**src/rtl/stlb_pkg.sv**
```systemverilog
package stlb_pkg;

   typedef enum logic {
      ST_IDLE = 1'b0,
      ST_WAIT = 1'b1
   } stlb_state_e;

   // permission check shared by the hit path and the refill path
   function automatic logic perm_fault(input logic acc, input logic dirty, input logic store);
      return (!acc) || (store && !dirty);
   endfunction

endpackage

```
**src/rtl/stlb_entry_array.sv**
```systemverilog
module stlb_entry_array #(
   parameter int ENTRIES         = 8,
   parameter int VPN_W           = 20,
   parameter int PPN_W           = 22,
   parameter int ASID_W          = 9,
   parameter bit SELECTIVE_FENCE = 1'b1,
   localparam int IDX_W          = $clog2(ENTRIES)
) (
   input  logic               clk,
   input  logic               rst_n,
   input  logic [VPN_W-1:0]   lk_vpn,
   input  logic [ASID_W-1:0]  lk_asid,
   output logic               hit,
   output logic [IDX_W-1:0]   hit_idx,
   output logic [PPN_W-1:0]   hit_ppn,
   output logic               hit_a,
   output logic               hit_d,
   output logic [ENTRIES-1:0] valid_vec,
   input  logic               wr_en,
   input  logic [IDX_W-1:0]   wr_idx,
   input  logic [PPN_W-1:0]   wr_ppn,
   input  logic               wr_a,
   input  logic               wr_d,
   input  logic               fence,
   input  logic               fence_use_vpn,
   input  logic [VPN_W-1:0]   fence_vpn,
   input  logic               fence_use_asid,
   input  logic [ASID_W-1:0]  fence_asid
);

   logic [ENTRIES-1:0] v_q;
   logic [VPN_W-1:0]   vpn_q  [ENTRIES];
   logic [ASID_W-1:0]  asid_q [ENTRIES];
   logic [PPN_W-1:0]   ppn_q  [ENTRIES];
   logic [ENTRIES-1:0] a_q;
   logic [ENTRIES-1:0] d_q;
   logic [ENTRIES-1:0] hit_vec;
   logic [ENTRIES-1:0] kill_vec;

   // per-entry comparators and fence selectors
   for (genvar g = 0; g < ENTRIES; g++) begin : g_ent
      assign hit_vec[g] = v_q[g] && (vpn_q[g] == lk_vpn) && (asid_q[g] == lk_asid);
      if (SELECTIVE_FENCE) begin : g_sel
         assign kill_vec[g] = (!fence_use_vpn  || (vpn_q[g]  == fence_vpn)) &&
                              (!fence_use_asid || (asid_q[g] == fence_asid));
      end else begin : g_all
         assign kill_vec[g] = 1'b1;
      end
   end

   always_ff @(posedge clk) begin
      if (!rst_n) begin
         v_q <= '0;
      end else begin
         for (int i = 0; i < ENTRIES; i++) begin
            if (wr_en && (wr_idx == IDX_W'(i))) begin
               v_q[i] <= 1'b1;
            end else if (fence && kill_vec[i]) begin
               v_q[i] <= 1'b0;
            end
         end
      end
   end

   // payload has no reset: only read behind a valid bit
   always_ff @(posedge clk) begin
      for (int i = 0; i < ENTRIES; i++) begin
         if (wr_en && (wr_idx == IDX_W'(i))) begin
            vpn_q[i]  <= lk_vpn;
            asid_q[i] <= lk_asid;
            ppn_q[i]  <= wr_ppn;
            a_q[i]    <= wr_a;
            d_q[i]    <= wr_d;
         end
      end
   end

   // one-hot read mux
   always_comb begin
      hit_idx = '0;
      hit_ppn = '0;
      hit_a   = 1'b0;
      hit_d   = 1'b0;
      for (int i = 0; i < ENTRIES; i++) begin
         if (hit_vec[i]) begin
            hit_idx = hit_idx | IDX_W'(i);
            hit_ppn = hit_ppn | ppn_q[i];
            hit_a   = hit_a | a_q[i];
            hit_d   = hit_d | d_q[i];
         end
      end
   end

   assign hit       = |hit_vec;
   assign valid_vec = v_q;

   AST_ONE_HIT: assert property (@(posedge clk) disable iff (!rst_n)
      $onehot0(hit_vec));
   AST_FENCE_ALL_CLEARS: assert property (@(posedge clk) disable iff (!rst_n)
      (fence && !fence_use_vpn && !fence_use_asid && !wr_en) |=> (valid_vec == '0));

endmodule

```
**src/rtl/stlb_lru.sv**
```systemverilog
module stlb_lru #(
   parameter int ENTRIES = 8,
   localparam int IDX_W  = $clog2(ENTRIES)
) (
   input  logic               clk,
   input  logic               rst_n,
   input  logic               touch_en,
   input  logic [IDX_W-1:0]   touch_idx,
   input  logic [ENTRIES-1:0] valid_vec,
   output logic [IDX_W-1:0]   victim_idx
);

   // age 0 = most recent; ages always form a permutation
   logic [IDX_W-1:0]   age_q [ENTRIES];
   logic [ENTRIES-1:0] oldest_vec;
   logic [IDX_W-1:0]   touch_age;

   for (genvar g = 0; g < ENTRIES; g++) begin : g_old
      assign oldest_vec[g] = (age_q[g] == IDX_W'(ENTRIES - 1));
   end

   assign touch_age = age_q[touch_idx];

   always_ff @(posedge clk) begin
      if (!rst_n) begin
         for (int i = 0; i < ENTRIES; i++) age_q[i] <= IDX_W'(i);
      end else if (touch_en) begin
         for (int i = 0; i < ENTRIES; i++) begin
            if (touch_idx == IDX_W'(i))   age_q[i] <= '0;
            else if (age_q[i] < touch_age) age_q[i] <= age_q[i] + 1'b1;
         end
      end
   end

   // lowest invalid slot first, otherwise the oldest one
   always_comb begin
      logic found;
      found      = 1'b0;
      victim_idx = '0;
      for (int i = 0; i < ENTRIES; i++) begin
         if (!valid_vec[i] && !found) begin
            victim_idx = IDX_W'(i);
            found      = 1'b1;
         end
      end
      if (!found) begin
         for (int i = 0; i < ENTRIES; i++) begin
            if (oldest_vec[i]) victim_idx = IDX_W'(i);
         end
      end
   end

   AST_LRU_ONE_OLDEST: assert property (@(posedge clk) disable iff (!rst_n)
      $countones(oldest_vec) == 1);
   AST_TOUCH_BECOMES_NEWEST: assert property (@(posedge clk) disable iff (!rst_n)
      touch_en |=> (age_q[$past(touch_idx)] == '0));

endmodule

```
**src/rtl/stlb_ctrl.sv**
```systemverilog
module stlb_ctrl
   import stlb_pkg::*;
#(
   parameter int VPN_W  = 20,
   parameter int ASID_W = 9
) (
   input  logic              clk,
   input  logic              rst_n,
   input  logic              lk_valid,
   input  logic [VPN_W-1:0]  lk_vpn,
   input  logic [ASID_W-1:0] lk_asid,
   input  logic              lk_store,
   input  logic              hit,
   input  logic              hit_a,
   input  logic              hit_d,
   input  logic              fence,
   input  logic              fill_valid,
   input  logic              fill_fault,
   input  logic              fill_a,
   input  logic              fill_d,
   output logic              lk_done,
   output logic              lk_fault,
   output logic              use_fill,
   output logic              miss_req,
   output logic [VPN_W-1:0]  miss_vpn,
   output logic [ASID_W-1:0] miss_asid,
   output logic              wr_en,
   output logic              touch_en,
   output logic              touch_sel_fill
);

   stlb_state_e       state_q, state_d;
   logic              drop_q;
   logic              store_q;
   logic [VPN_W-1:0]  vpn_q;
   logic [ASID_W-1:0] asid_q;
   logic              kill;

   assign kill = drop_q || fence;

   always_comb begin
      state_d        = state_q;
      lk_done        = 1'b0;
      lk_fault       = 1'b0;
      use_fill       = 1'b0;
      miss_req       = 1'b0;
      wr_en          = 1'b0;
      touch_en       = 1'b0;
      touch_sel_fill = 1'b0;
      unique case (state_q)
         ST_IDLE: begin
            if (lk_valid) begin
               if (hit) begin
                  lk_done  = 1'b1;
                  lk_fault = perm_fault(hit_a, hit_d, lk_store);
                  touch_en = 1'b1;
               end else begin
                  state_d = ST_WAIT;
               end
            end
         end
         ST_WAIT: begin
            miss_req = 1'b1;
            use_fill = 1'b1;
            if (fill_valid) begin
               state_d = ST_IDLE;
               if (!kill) begin
                  lk_done = 1'b1;
                  if (fill_fault) begin
                     lk_fault = 1'b1;
                  end else begin
                     lk_fault       = perm_fault(fill_a, fill_d, store_q);
                     wr_en          = 1'b1;
                     touch_en       = 1'b1;
                     touch_sel_fill = 1'b1;
                  end
               end
            end
         end
         default: state_d = ST_IDLE;
      endcase
   end

   always_ff @(posedge clk) begin
      if (!rst_n) begin
         state_q <= ST_IDLE;
         drop_q  <= 1'b0;
      end else begin
         state_q <= state_d;
         drop_q  <= (state_q == ST_WAIT) && (state_d == ST_WAIT) && (drop_q || fence);
      end
   end

   always_ff @(posedge clk) begin
      if ((state_q == ST_IDLE) && lk_valid && !hit) begin
         vpn_q   <= lk_vpn;
         asid_q  <= lk_asid;
         store_q <= lk_store;
      end
   end

   assign miss_vpn  = vpn_q;
   assign miss_asid = asid_q;

   AST_MISS_HELD: assert property (@(posedge clk) disable iff (!rst_n)
      (miss_req && !fill_valid) |=> miss_req);
   AST_MISS_ADDR_STABLE: assert property (@(posedge clk) disable iff (!rst_n)
      (miss_req && $past(miss_req)) |-> ($stable(miss_vpn) && $stable(miss_asid)));
   AST_FAULT_NOT_INSTALLED: assert property (@(posedge clk) disable iff (!rst_n)
      (fill_valid && fill_fault) |-> !wr_en);
   AST_FENCE_DROPS_FILL: assert property (@(posedge clk) disable iff (!rst_n)
      (miss_req && fence) |-> !wr_en);
   AST_DROPPED_REISSUES: assert property (@(posedge clk) disable iff (!rst_n)
      (miss_req && fill_valid && fence && lk_valid) |-> !lk_done);

endmodule

```
**src/rtl/shadow_tlb.sv**
```systemverilog
module shadow_tlb #(
   parameter int ENTRIES         = 8,
   parameter int VPN_W           = 20,
   parameter int PPN_W           = 22,
   parameter int ASID_W          = 9,
   parameter bit SELECTIVE_FENCE = 1'b1
) (
   input  logic              clk,
   input  logic              rst_n,
   input  logic              lk_valid,
   input  logic [VPN_W-1:0]  lk_vpn,
   input  logic [ASID_W-1:0] lk_asid,
   input  logic              lk_store,
   output logic              lk_done,
   output logic [PPN_W-1:0]  lk_ppn,
   output logic              lk_fault,
   output logic              miss_req,
   output logic [VPN_W-1:0]  miss_vpn,
   output logic [ASID_W-1:0] miss_asid,
   input  logic              fill_valid,
   input  logic              fill_fault,
   input  logic [PPN_W-1:0]  fill_ppn,
   input  logic              fill_a,
   input  logic              fill_d,
   input  logic              fence,
   input  logic              fence_use_vpn,
   input  logic [VPN_W-1:0]  fence_vpn,
   input  logic              fence_use_asid,
   input  logic [ASID_W-1:0] fence_asid
);

   localparam int IDX_W = $clog2(ENTRIES);

   if (ENTRIES < 2) begin : g_chk_min
      $error("shadow_tlb: ENTRIES must be at least 2");
   end
   if ((ENTRIES & (ENTRIES - 1)) != 0) begin : g_chk_pow2
      $error("shadow_tlb: ENTRIES must be a power of two");
   end
   if (VPN_W < 1 || PPN_W < 1 || ASID_W < 1) begin : g_chk_w
      $error("shadow_tlb: field widths must be positive");
   end

   logic               hit, hit_a, hit_d;
   logic [IDX_W-1:0]   hit_idx, victim_idx, touch_idx;
   logic [PPN_W-1:0]   hit_ppn;
   logic [ENTRIES-1:0] valid_vec;
   logic               wr_en, touch_en, touch_sel_fill, use_fill;

   assign touch_idx = touch_sel_fill ? victim_idx : hit_idx;
   assign lk_ppn    = use_fill ? fill_ppn : hit_ppn;

   stlb_entry_array #(
      .ENTRIES(ENTRIES), .VPN_W(VPN_W), .PPN_W(PPN_W), .ASID_W(ASID_W),
      .SELECTIVE_FENCE(SELECTIVE_FENCE)
   ) u_array (
      .clk(clk), .rst_n(rst_n),
      .lk_vpn(lk_vpn), .lk_asid(lk_asid),
      .hit(hit), .hit_idx(hit_idx), .hit_ppn(hit_ppn), .hit_a(hit_a), .hit_d(hit_d),
      .valid_vec(valid_vec),
      .wr_en(wr_en), .wr_idx(victim_idx), .wr_ppn(fill_ppn), .wr_a(fill_a), .wr_d(fill_d),
      .fence(fence), .fence_use_vpn(fence_use_vpn), .fence_vpn(fence_vpn),
      .fence_use_asid(fence_use_asid), .fence_asid(fence_asid)
   );

   stlb_lru #(.ENTRIES(ENTRIES)) u_lru (
      .clk(clk), .rst_n(rst_n),
      .touch_en(touch_en), .touch_idx(touch_idx),
      .valid_vec(valid_vec), .victim_idx(victim_idx)
   );

   stlb_ctrl #(.VPN_W(VPN_W), .ASID_W(ASID_W)) u_ctrl (
      .clk(clk), .rst_n(rst_n),
      .lk_valid(lk_valid), .lk_vpn(lk_vpn), .lk_asid(lk_asid), .lk_store(lk_store),
      .hit(hit), .hit_a(hit_a), .hit_d(hit_d),
      .fence(fence),
      .fill_valid(fill_valid), .fill_fault(fill_fault), .fill_a(fill_a), .fill_d(fill_d),
      .lk_done(lk_done), .lk_fault(lk_fault), .use_fill(use_fill),
      .miss_req(miss_req), .miss_vpn(miss_vpn), .miss_asid(miss_asid),
      .wr_en(wr_en), .touch_en(touch_en), .touch_sel_fill(touch_sel_fill)
   );

   AST_MISS_NO_DONE: assert property (@(posedge clk) disable iff (!rst_n)
      (miss_req && !fill_valid) |-> !lk_done);
   AST_INSTALL_FILLS_SLOT: assert property (@(posedge clk) disable iff (!rst_n)
      (wr_en && !fence) |=> valid_vec[$past(victim_idx)]);
   AST_RESET_QUIET: assert property (@(posedge clk)
      !rst_n |=> (!miss_req && (valid_vec == '0)));

endmodule

```
**config.mk**
```make
export PLATFORM = sky130hd
export DESIGN_NAME = shadow_tlb
export DESIGN_NICKNAME = d
export VERILOG_FILES = /design/src/rtl/stlb_pkg.sv /design/src/rtl/stlb_entry_array.sv /design/src/rtl/stlb_lru.sv /design/src/rtl/stlb_ctrl.sv /design/src/rtl/shadow_tlb.sv
export SDC_FILE = /design/constraint.sdc
export NUM_CORES = 1
export LEC_CHECK = 0
export BUFFER_PORTS_ARGS = -buffer_cell sky130_fd_sc_hd__buf_2
export CAP_MARGIN = 20
export CORE_MARGIN = 2
export CORE_UTILIZATION = 61
export DETAILED_ROUTE_END_ITERATION = 10
export PLACE_DENSITY_LB_ADDON = 0.3
export SLEW_MARGIN = 20
export SYNTH_ARGS = -nofsm -noshare
export SYNTH_HDL_FRONTEND = slang
export SYNTH_SLANG_ARGS = --single-unit
```
**constraint.sdc**
```tcl
create_clock -name clk -period 7.1 [get_ports clk]
set_input_delay 1.42 -clock clk [delete_from_list [all_inputs] [get_ports clk]]
set_output_delay 1.42 -clock clk [all_outputs]
set_load 0.02 [all_outputs]
```
# Word-level counts from Yosys, hierarchy flattened
# Memory sizes are Yosys's and may differ from the RTL's.
# Index checks and enable logic that the tools add are counted.
[word_totals]
out_inout_bits = 54
regBits = 56
mem_bits_rw = 432
n_memories = 4
in_bits = 91
word_cells = 527
[memory_table]
columns = ["memory", "words", "width", "rd", "rd_ports_with_merged_regs", "wr", "line_no", "source"]
rows = [
  ["u_array.ppn_q", 8, 22, 8, 0, 1, "stlb_entry_array.sv:34", "logic [PPN_W-1:0] ppn_q [ENTRIES];"],
  ["u_array.vpn_q", 8, 20, 8, 0, 1, "stlb_entry_array.sv:32", "logic [VPN_W-1:0] vpn_q [ENTRIES];"],
  ["u_array.asid_q", 8, 9, 8, 0, 1, "stlb_entry_array.sv:33", "logic [ASID_W-1:0] asid_q [ENTRIES];"],
  ["u_lru.age_q", 8, 3, 9, 0, 8, "stlb_lru.sv:14", "logic [IDX_W-1:0] age_q [ENTRIES];"],
]
[op_classes]
muxes = 262
magnitude_cmp = 8
bitwise_logic = 38
n_eq_ne = 54
add_sub_neg = 8
reduce_logical = 124
[ops]
columns = ["operator", "n"]
rows = [
  ["$mux W22", 16],
  ["$eq A20 B20 Y1", 16],
  ["$mux W1", 169],
  ["$mux W3", 55],
  ["$or A22 B22 Y22", 7],
  ["$reduce_or A22 Y1", 7],
  ["$eq A9 B9 Y1", 16],
  ["$mux W20", 7],
  ["$reduce_or A20 Y1", 7],
  ["$mux W9", 7],
  ["$reduce_or A9 Y1", 7],
  ["$logic_and A1 B1 Y1", 53],
  ["$eq A3 B3 Y1 const B", 16],
  ["$or A1 B1 Y1", 30],
  ["$add A3 B1 Y3 const B", 8],
  ["$lt A3 B3 Y1", 8],
  ["$logic_not A1 Y1", 20],
  ["$logic_or A1 B1 Y1", 19],
  ["$reduce_bool A2 Y1", 8],
  ["$eq A3 B2 Y1 const B", 4],
  ["$mux W2", 4],
  ["$pmux W1 S2", 4],
  ["$reduce_or A8 Y1", 1],
  ["$eq A3 B1 Y1 const B", 2],
  ["other kinds (2)", 3],
]

# Longest topological paths before layout
# Gate-level depths: netlist of the first run.
[logic_depth]
word_depth = 42
depth_mapped = 16

# Hierarchy
# From an unflattened synthesis of the first run, not the netlist that was laid out.
[hier_totals]
hier_cells = 1660
area_unflattened_um2 = 23545.1
[by_module_without_submodules]
columns = ["module", "cells_each", "instances", "area_per_inst_um2"]
rows = [
  ["stlb_entry_array", 1382, 1, 20070.5],
  ["stlb_lru", 202, 1, 2110.8],
  ["stlb_ctrl", 49, 1, 1059.8],
  ["shadow_tlb", 27, 1, 304.0],
]

# Least setup slack after synthesis of the first run
# OpenSTA, ideal clock, no wires.
[synth_path]
path_type = "input port to output port"
startpoint = "in lk_asid[2]"
endpoint = "out lk_fault"
path_slack_ns = 1.383
stages = 9
required_ns = 5.680
arrival_time_ns = 4.297
n_path_buf = 2
cell_sequence = "clkbuf_1 xor2_1 or4_1 or4b_2 nor4_2 clkbuf_1 a22oi_1 a31oi_1 o22ai_1"
[synth_via]
elab_chain_len = 23
word_cells_on_any_way = 54
[synth_rtl]
columns = ["item", "line_no", "source"]
rows = [
  ["from (decl)", "shadow_tlb.sv:12", "input logic [ASID_W-1:0] lk_asid,"],
  ["$eq A9 B9 Y1", "stlb_entry_array.sv:42", "assign hit_vec[g] = v_q[g] && (vpn_q[g] == lk_vpn) && (asid_q[g] == lk_asid);"],
  ["$logic_and A1 B1 Y1", "stlb_entry_array.sv:42", ""],
  ["$mux W1", "stlb_entry_array.sv:85", "if (hit_vec[i]) begin"],
  ["$or A1 B1 Y1", "stlb_entry_array.sv:89", "hit_d = hit_d | d_q[i];"],
  ["$mux W1", "stlb_entry_array.sv:85", ""],
  ["$or A1 B1 Y1", "stlb_entry_array.sv:89", ""],
  ["$mux W1", "stlb_entry_array.sv:85", ""],
  ["$or A1 B1 Y1", "stlb_entry_array.sv:89", ""],
  ["[7 not listed]", "n/a", ""],
  ["$or A1 B1 Y1", "stlb_entry_array.sv:89", ""],
  ["$mux W1", "stlb_entry_array.sv:85", ""],
  ["$logic_not A1 Y1", "stlb_pkg.sv:10", "return (!acc) || (store && !dirty);"],
  ["$logic_and A1 B1 Y1", "stlb_pkg.sv:10", ""],
  ["$logic_or A1 B1 Y1", "stlb_pkg.sv:10", ""],
  ["$mux W1 *", "stlb_ctrl.sv:53", "if (hit) begin"],
  ["$mux W1 *", "stlb_ctrl.sv:52", "if (lk_valid) begin"],
  ["$pmux W1 S2 *", "stlb_ctrl.sv:50", "unique case (state_q)"],
  ["to (decl)", "shadow_tlb.sv:16", "output logic lk_fault,"],
]
# Mark *: on every way between the ends. The rest lies on a longest branch, timed or not.

# Worst setup path in the final report of the first run
[layout_path]
startpoint = "in lk_vpn[6]"
endpoint = "out lk_fault"
[layout_via]
elab_chain_len = 24
word_cells_on_any_way = 62
[layout_rtl]
columns = ["item", "line_no", "source"]
rows = [
  ["from (decl)", "shadow_tlb.sv:11", "input logic [VPN_W-1:0] lk_vpn,"],
  ["$eq A20 B20 Y1", "stlb_entry_array.sv:42", ""],
  ["$logic_and A1 B1 Y1 (2 in a row)", "stlb_entry_array.sv:42", ""],
  ["$mux W1", "stlb_entry_array.sv:85", ""],
  ["$or A1 B1 Y1", "stlb_entry_array.sv:89", ""],
  ["$mux W1", "stlb_entry_array.sv:85", ""],
  ["$or A1 B1 Y1", "stlb_entry_array.sv:89", ""],
  ["$mux W1", "stlb_entry_array.sv:85", ""],
  ["$or A1 B1 Y1", "stlb_entry_array.sv:89", ""],
  ["[7 not listed]", "n/a", ""],
  ["$or A1 B1 Y1", "stlb_entry_array.sv:89", ""],
  ["$mux W1", "stlb_entry_array.sv:85", ""],
  ["$logic_not A1 Y1", "stlb_pkg.sv:10", ""],
  ["$logic_and A1 B1 Y1", "stlb_pkg.sv:10", ""],
  ["$logic_or A1 B1 Y1", "stlb_pkg.sv:10", ""],
  ["$mux W1 *", "stlb_ctrl.sv:53", ""],
  ["$mux W1 *", "stlb_ctrl.sv:52", ""],
  ["$pmux W1 S2 *", "stlb_ctrl.sv:50", ""],
]
# Marks and branches as above.

==> impl_results.md, run 1 <==
- Run status: finished, final reports clean
- Chip width: about 200 um
- Worst setup EP type: primary output
- Met1 wire length: 27,600 um
- GRT Resource Usage Total: 0.351
- Metal2 WL: between 30,000 and 40,000 um
- Peak Freq: 163 MHz
- Bufs on Longest Clock Path: 3
- Row count: 71
- Placeable core area: 0.0377 sq mm
- IO Pins: 145
- Max-Cap Viols: 0
- WL per Instance: 29.3 um
- Die area: 0.0398 sq mm
- TritonCTS Buffers: 50
- GRT overflow: 0
- Setup ws final: 0.947 ns
- Most frequent cell after synthesis: edfxtp_1
- Critical path arrival: about 4.7 ns
- Clock skew: a little under 0.02 ns
- Residual DRC: 0
- Crit path launch type: input port
- Multi-input logic area: 0.00843 sq mm
- Final Slew Violations: 0
- Design Area, Final: 0.0263 sq mm
- Net count after synthesis: 1,771
- Worst hold path class: reg2reg
- Global-route wire length before repair: 98,900 um
- Met3 wire length: 8200 um
- Setup Fix Bufs, Post-CTS: 0
- Fin nets: about 1,900
- Die H: 199 um
- Leakage power: 0.00881 uW
- Asr flop ratio synth: 0
- CTS tree: yes
- Number of synthesized flops with an enable pin: between 400 and 500
- Area leader, netlist: edfxtp_1
- Synthesized flop and latch total: 488
- Synth Instances: 1,656
- Setup TNS: 0 ns
- Cell Count, Final, Fillers Out: 2,349
- Initial antenna violation count: 9
- DR vias/cell: approximately 6.5
- Worst reg2reg setup slack: 2.38 ns
- Share of cells above drive strength 1: 0.165
- Largest net degree at the start of global routing: 48
- Top_reg_cell synth: edfxtp_1
- Fin. Hold Viols: 0
- Clock latency on the worst-skew pair: 0.60 ns
- Placed Area: about 0.025 sq mm
- Crit-path max FO: 24
- Setup CP Type: in2out
- Avg Cell Area, Syn: between 10 and 15 sq um
- Final core occ: 0.698
- PortBufs: between 100 and 150
- Synth cell count leaders: 478 x edfxtp_1, 286 x xor2_1, 178 x xnor2_1
- Worst-path clk slew: 0.06 ns
- Fill cells: about 2,600
- Syn Std Cell Area: about 0.023 sq mm
- Slew HR: 0.281
- Post-route minimum period: 6.15 ns
- Vias in the first global route: 14,700
- Worst-Margin Slew: around 1.1 ns
- DR pass1 iterations: 6
- RSZ-0062 raised after global routing: no
- Netlist cell types: 76
- Top cells by area, synth: edfxtp_1 62%, xor2_1 11%, xnor2_1 6.7%
- Worst EP required: 5.68 ns
- Pwr per Cell Area: 238 mW/mm^2
- Starting Density: 0.618
- Post-route clock period utilization: 0.867
- Via count: 15,300
- Routed wire length: 68,900 um
- Final ANT Viol Nets: 0
- Gpl congestion: 0.976
- Dpl ws: 1.03 ns
- Final Setup Violations: 0
- Max Used Layer: met5
- Yosys warns: 0
- Top cell type's share of synthesized area: 0.616
- Max VDD drop: 0.000231 V
- Clock root buffer: clkbuf_16
- Placed Instances: 2,253
- Iter 0 DRT Violations: 1,912
- # hold bufs at CTS: 0
- Synth-to-Final Area Change: 13.0%
- Sequential cell area: around 0.015 sq mm
- CTS H-tree lvls: 2
- Post-CTS resize count: 0
- Num Clock Sinks: about 490
- HPWL Detailed: 46,600 um
- Sequential cell area fraction in the yosys report: 0.625
==> where the power goes <==
group	total [uW]	switching, uW	internal (uW)
clock network	2610	1110	1500
logic	459	320	140
registers	3200	11.5	3180
total	6270	1440	4830
==> per-layer routing <==
metal / track usage / vias up
met1: 0.494 / 7575
met5: 0 / -
li1: - / 6592
met4: 0.139 / 4
met3: 0.104 / 134
met2: 0.515 / 968
==> worst max-delay path: stages <==
cell	delay (ns)
buf_2	0.38
xor2_1	0.15
or4_1	0.58
or4b_4	0.56
nor4_4	0.38
buf_4	0.39
a222oi_1	0.11
and4_1	0.23
a31oi_1	0.18
o22ai_1	0.15
buf_2	0.19
==> worst paths after layout <==
path	startpoint	endpoint	cells after the start
min reg2reg	u_ctrl.drop_q$_SDFF_PN0_	u_ctrl.drop_q$_SDFF_PN0_	2
max	lk_vpn[6]	lk_fault	11
min	u_ctrl.drop_q$_SDFF_PN0_	u_ctrl.drop_q$_SDFF_PN0_	2
max reg2reg	u_array.vpn_q[1][67]$_DFFE_PP_	u_lru.age_q[5][2]$_DFFE_PP_	15
==> cell families after synthesis <==
logic type	Yosys count	share of synthesized area
adder cells (fa/ha/maj)	24	0.0129
flip-flops	488	0.625
AND/OR/NAND/NOR	343	0.0845
buffers and inverters	101	0.0177
XOR/XNOR	464	0.175
multiplexers	37	0.0173
AO/OA/AOI/OAI	199	0.0681
==> cell type report <==
class,instances,area share
Sequential cell,488,0.553
Multi-Input combinational cell,1067,0.321
Clock buffer,65,0.0520
Timing Repair Buffer,179,0.0388
Tap cell,511,0.0243
Clock inverter,26,0.00946
Inverter,8,0.00114
Antenna cell,5,0.000476
==> layout by cell type (no fill, tap or decap), types with 10 or more instances in the layout <==
cell type,instances
o21ai_1,10
edfxtp_1,478
ha_1,24
nand2_1,40
o31ai_1,11
a21oi_1,15
buf_2,144
a22oi_1,47
nor4_1,88
nor2_1,25
clkbuf_16,51
clkinv_1,12
a221oi_1,24
dfxtp_1,10
mux2i_1,14
xnor2_1,178
a22o_1,25
nand3_1,56
buf_4,32
nand4_1,53
clkbuf_1,10
xor2_1,286
mux2_2,22
nor2b_1,13
==> registers in the layout (all words and copies together), names as in the netlist, 9 cells and up <==
| name | cells |
|---|---|
| u_array.vpn_q | 160 |
| u_array.asid_q | 72 |
| u_array.ppn_q | 176 |
| u_lru.age_q | 24 |
| u_ctrl.miss_vpn | 20 |
| u_ctrl.miss_asid | 9 |
==> metrics by stage <==
step	hold slack [ns]	power [uW]
2_1_floorplan	0.527	3510
3_3_place_gp	0.552	3700
3_5_place_dp	0.567	3700
4_1_cts	0.576	6260
5_1_grt	0.598	6410
6_report	0.577	6270
(Power assumes the default switching activity.)
==> inputs of run 2 (changes only) <==
--- a/config.mk
+++ b/config.mk
@@ -7,6 +7,7 @@
 export LEC_CHECK = 0
 export BUFFER_PORTS_ARGS = -buffer_cell sky130_fd_sc_hd__buf_2
 export CAP_MARGIN = 20
+export CORE_ASPECT_RATIO = 2
 export CORE_MARGIN = 2
 export CORE_UTILIZATION = 61
 export DETAILED_ROUTE_END_ITERATION = 10
==> impl_results.md, run 2 (synthesis gave the netlist of run 1 again) <==
- DR pass1 iterations: 5
- Largest register FFs: 176
- Routed wire length: approximately 80,000 um
- Row count: 101
- Vias in the first global route: 15,900
- Global-route wire length before repair: 111,000 um
- Setup TNS: 0 ns
- HPWL Detailed: roughly 57,000 um
- RSZ-0062 raised after global routing: no
- # hold bufs at CTS: 0
- Gpl congestion: 1.09
- Starting Density: 0.616
- Met3 wire length: 5240 um
- Final ANT Viol Nets: 0
- Antenna diode count: 0
- Max Used Layer: met5
- Largest net degree at the start of global routing: 55
- Most frequent cells in the layout: 478 x edfxtp_1, 286 x xor2_1, 178 x xnor2_1
- Biggest register: u_array.ppn_q
- Metal2 WL: 40,400 um
- Fin nets: 1,930
- WL per Instance: about 34 um
- Synth-to-Final Area Change: 13.0%
- Residual DRC: 0
- Iter 0 DRT Violations: 1,213
- Most common cell after layout, fill and taps aside: edfxtp_1
- Clock skew: 0.0280 ns
- CTS H-tree lvls: 2
- CTS tree: yes
- Post-route clock period utilization: 0.925
- Post-CTS resize count: 0
- Design Area, Final: 0.0263 sq mm
- Crit-path max FO: 17
- Run status: finished, final reports clean
- Die area: 0.0398 sq mm
- Post-route minimum period: approximately 6.6 ns
- IO Pins: 145
- Pwr per Cell Area: 234 mW/mm^2
- Clock latency on the worst-skew pair: 0.58 ns
- Critical path arrival: just over 5 ns
- Peak Freq: 152 MHz
- Placeable core area: 0.0378 sq mm
- Crit path launch type: input port
- Leading registers by flop count: u_array.ppn_q (176), u_array.vpn_q (160), u_array.asid_q (72)
- Fin. Hold Viols: 0
- Final Slew Violations: 0
- Bufs on Longest Clock Path: 3
- Cell Count, Final, Fillers Out: ~2,300
- Worst-Margin Slew: 1.07 ns
- Placed Area: 0.0248 sq mm
- Setup CP Type: in2out
- Max VDD drop: between 0.0003 and 0.0004 V
- Worst-path clk slew: 0.06 ns
- Final hold slack: 0.572 ns
- Worst hold path class: reg2reg
- Cell with the largest stage delay on the worst path: nor4_4
- Clock root buffer: clkbuf_16
- Slowest stage delay, CP: 0.83 ns
- Setup Fix Bufs, Post-CTS: 0
- Num Clock Sinks: slightly below 500
- GRT overflow: 0
- Slew HR: 0.281
- Buf+Inv Stages, Crit Path: 3
- TritonCTS Buffers: 43
- Met1 wire length: 24,500 um
- Share of cells above drive strength 1: 0.178
- Max-Cap Viols: 0
- PortBufs: 144
- Via count: 15,500
- CP top delay family: simple AND/OR/NAND/NOR gates
- Final Setup Violations: 0
- Worst EP required: between 5 and 6 ns
- Initial antenna violation count: 2
- Placed Instances: 2,233
- GRT Resource Usage Total: 0.398
- Chip width: 142 um
- CP dominant cell by count: buf_2
- Die H: 280 um
- Worst setup EP type: primary output
- Leakage power: approximately 0.0089 uW
- DR vias/cell: 6.71
- Crit-path cells: buf_2, xor2_1, or4_1, or4b_2, nor4_4, buf_4, a22oi_1, nand3_1, mux2_2, buf_2
## run 2: worst paths after layout
| kind | startpoint | to | slack [ns] | cells after the start |
|---|---|---|---|---|
| setup / recovery | lk_vpn[11] | lk_ppn[17] | 0.53 | 10 |
| hold / removal | u_ctrl.drop_q$_SDFF_PN0_ | u_ctrl.drop_q$_SDFF_PN0_ | 0.57 | 2 |
| setup reg to reg | u_array.asid_q[0][33]$_DFFE_PP_ | u_lru.age_q[2][2]$_SDFFCE_PN0P_ | 1.52 | 14 |
| hold reg to reg | u_ctrl.drop_q$_SDFF_PN0_ | u_ctrl.drop_q$_SDFF_PN0_ | 0.57 | 2 |
## run 2: power breakdown
group	leakage [uW]	internal, uW	switching (uW)
clock network	0.000711	1390	1090
logic	0.00377	145	341
registers	0.00440	3180	12.1
total	0.00888	4710	1440
## run 2: layout make-up
class / instances / area [sq um]
Clock buffer: 49 / 1100
Clock inverter: 31 / 387
Fill cell: 2677 / 11500
Inverter: 8 / 30.0
Multi-Input combinational cell: 1067 / 8440
Sequential cell: 488 / 14600
Tap cell: 463 / 579
Timing Repair Buffer: 207 / 1220
## run 2: per-layer routing
layer | track usage | vias to the layer above
li1 | - | 6615
met1 | 0.411 | 7742
met2 | 0.704 | 874
met3 | 0.0596 | 280
met4 | 0.327 | 4
met5 | 0 | -
## run 2: through the flow
stage,worst slack (ns),total power (uW),utilization
6_report,0.529,6160,0.696
5_1_grt,0.490,6260,0.696
4_1_cts,0.575,6150,0.696
3_5_place_dp,0.533,3730,0.657
3_3_place_gp,0.480,3720,0.656
2_1_floorplan,1.38,3510,-
## run 2: worst min-delay path, cell delays in order (launching register included)
cell	delay (ns)
dfxtp_1	0.31
nor2_1	0.05
and3b_1	0.19
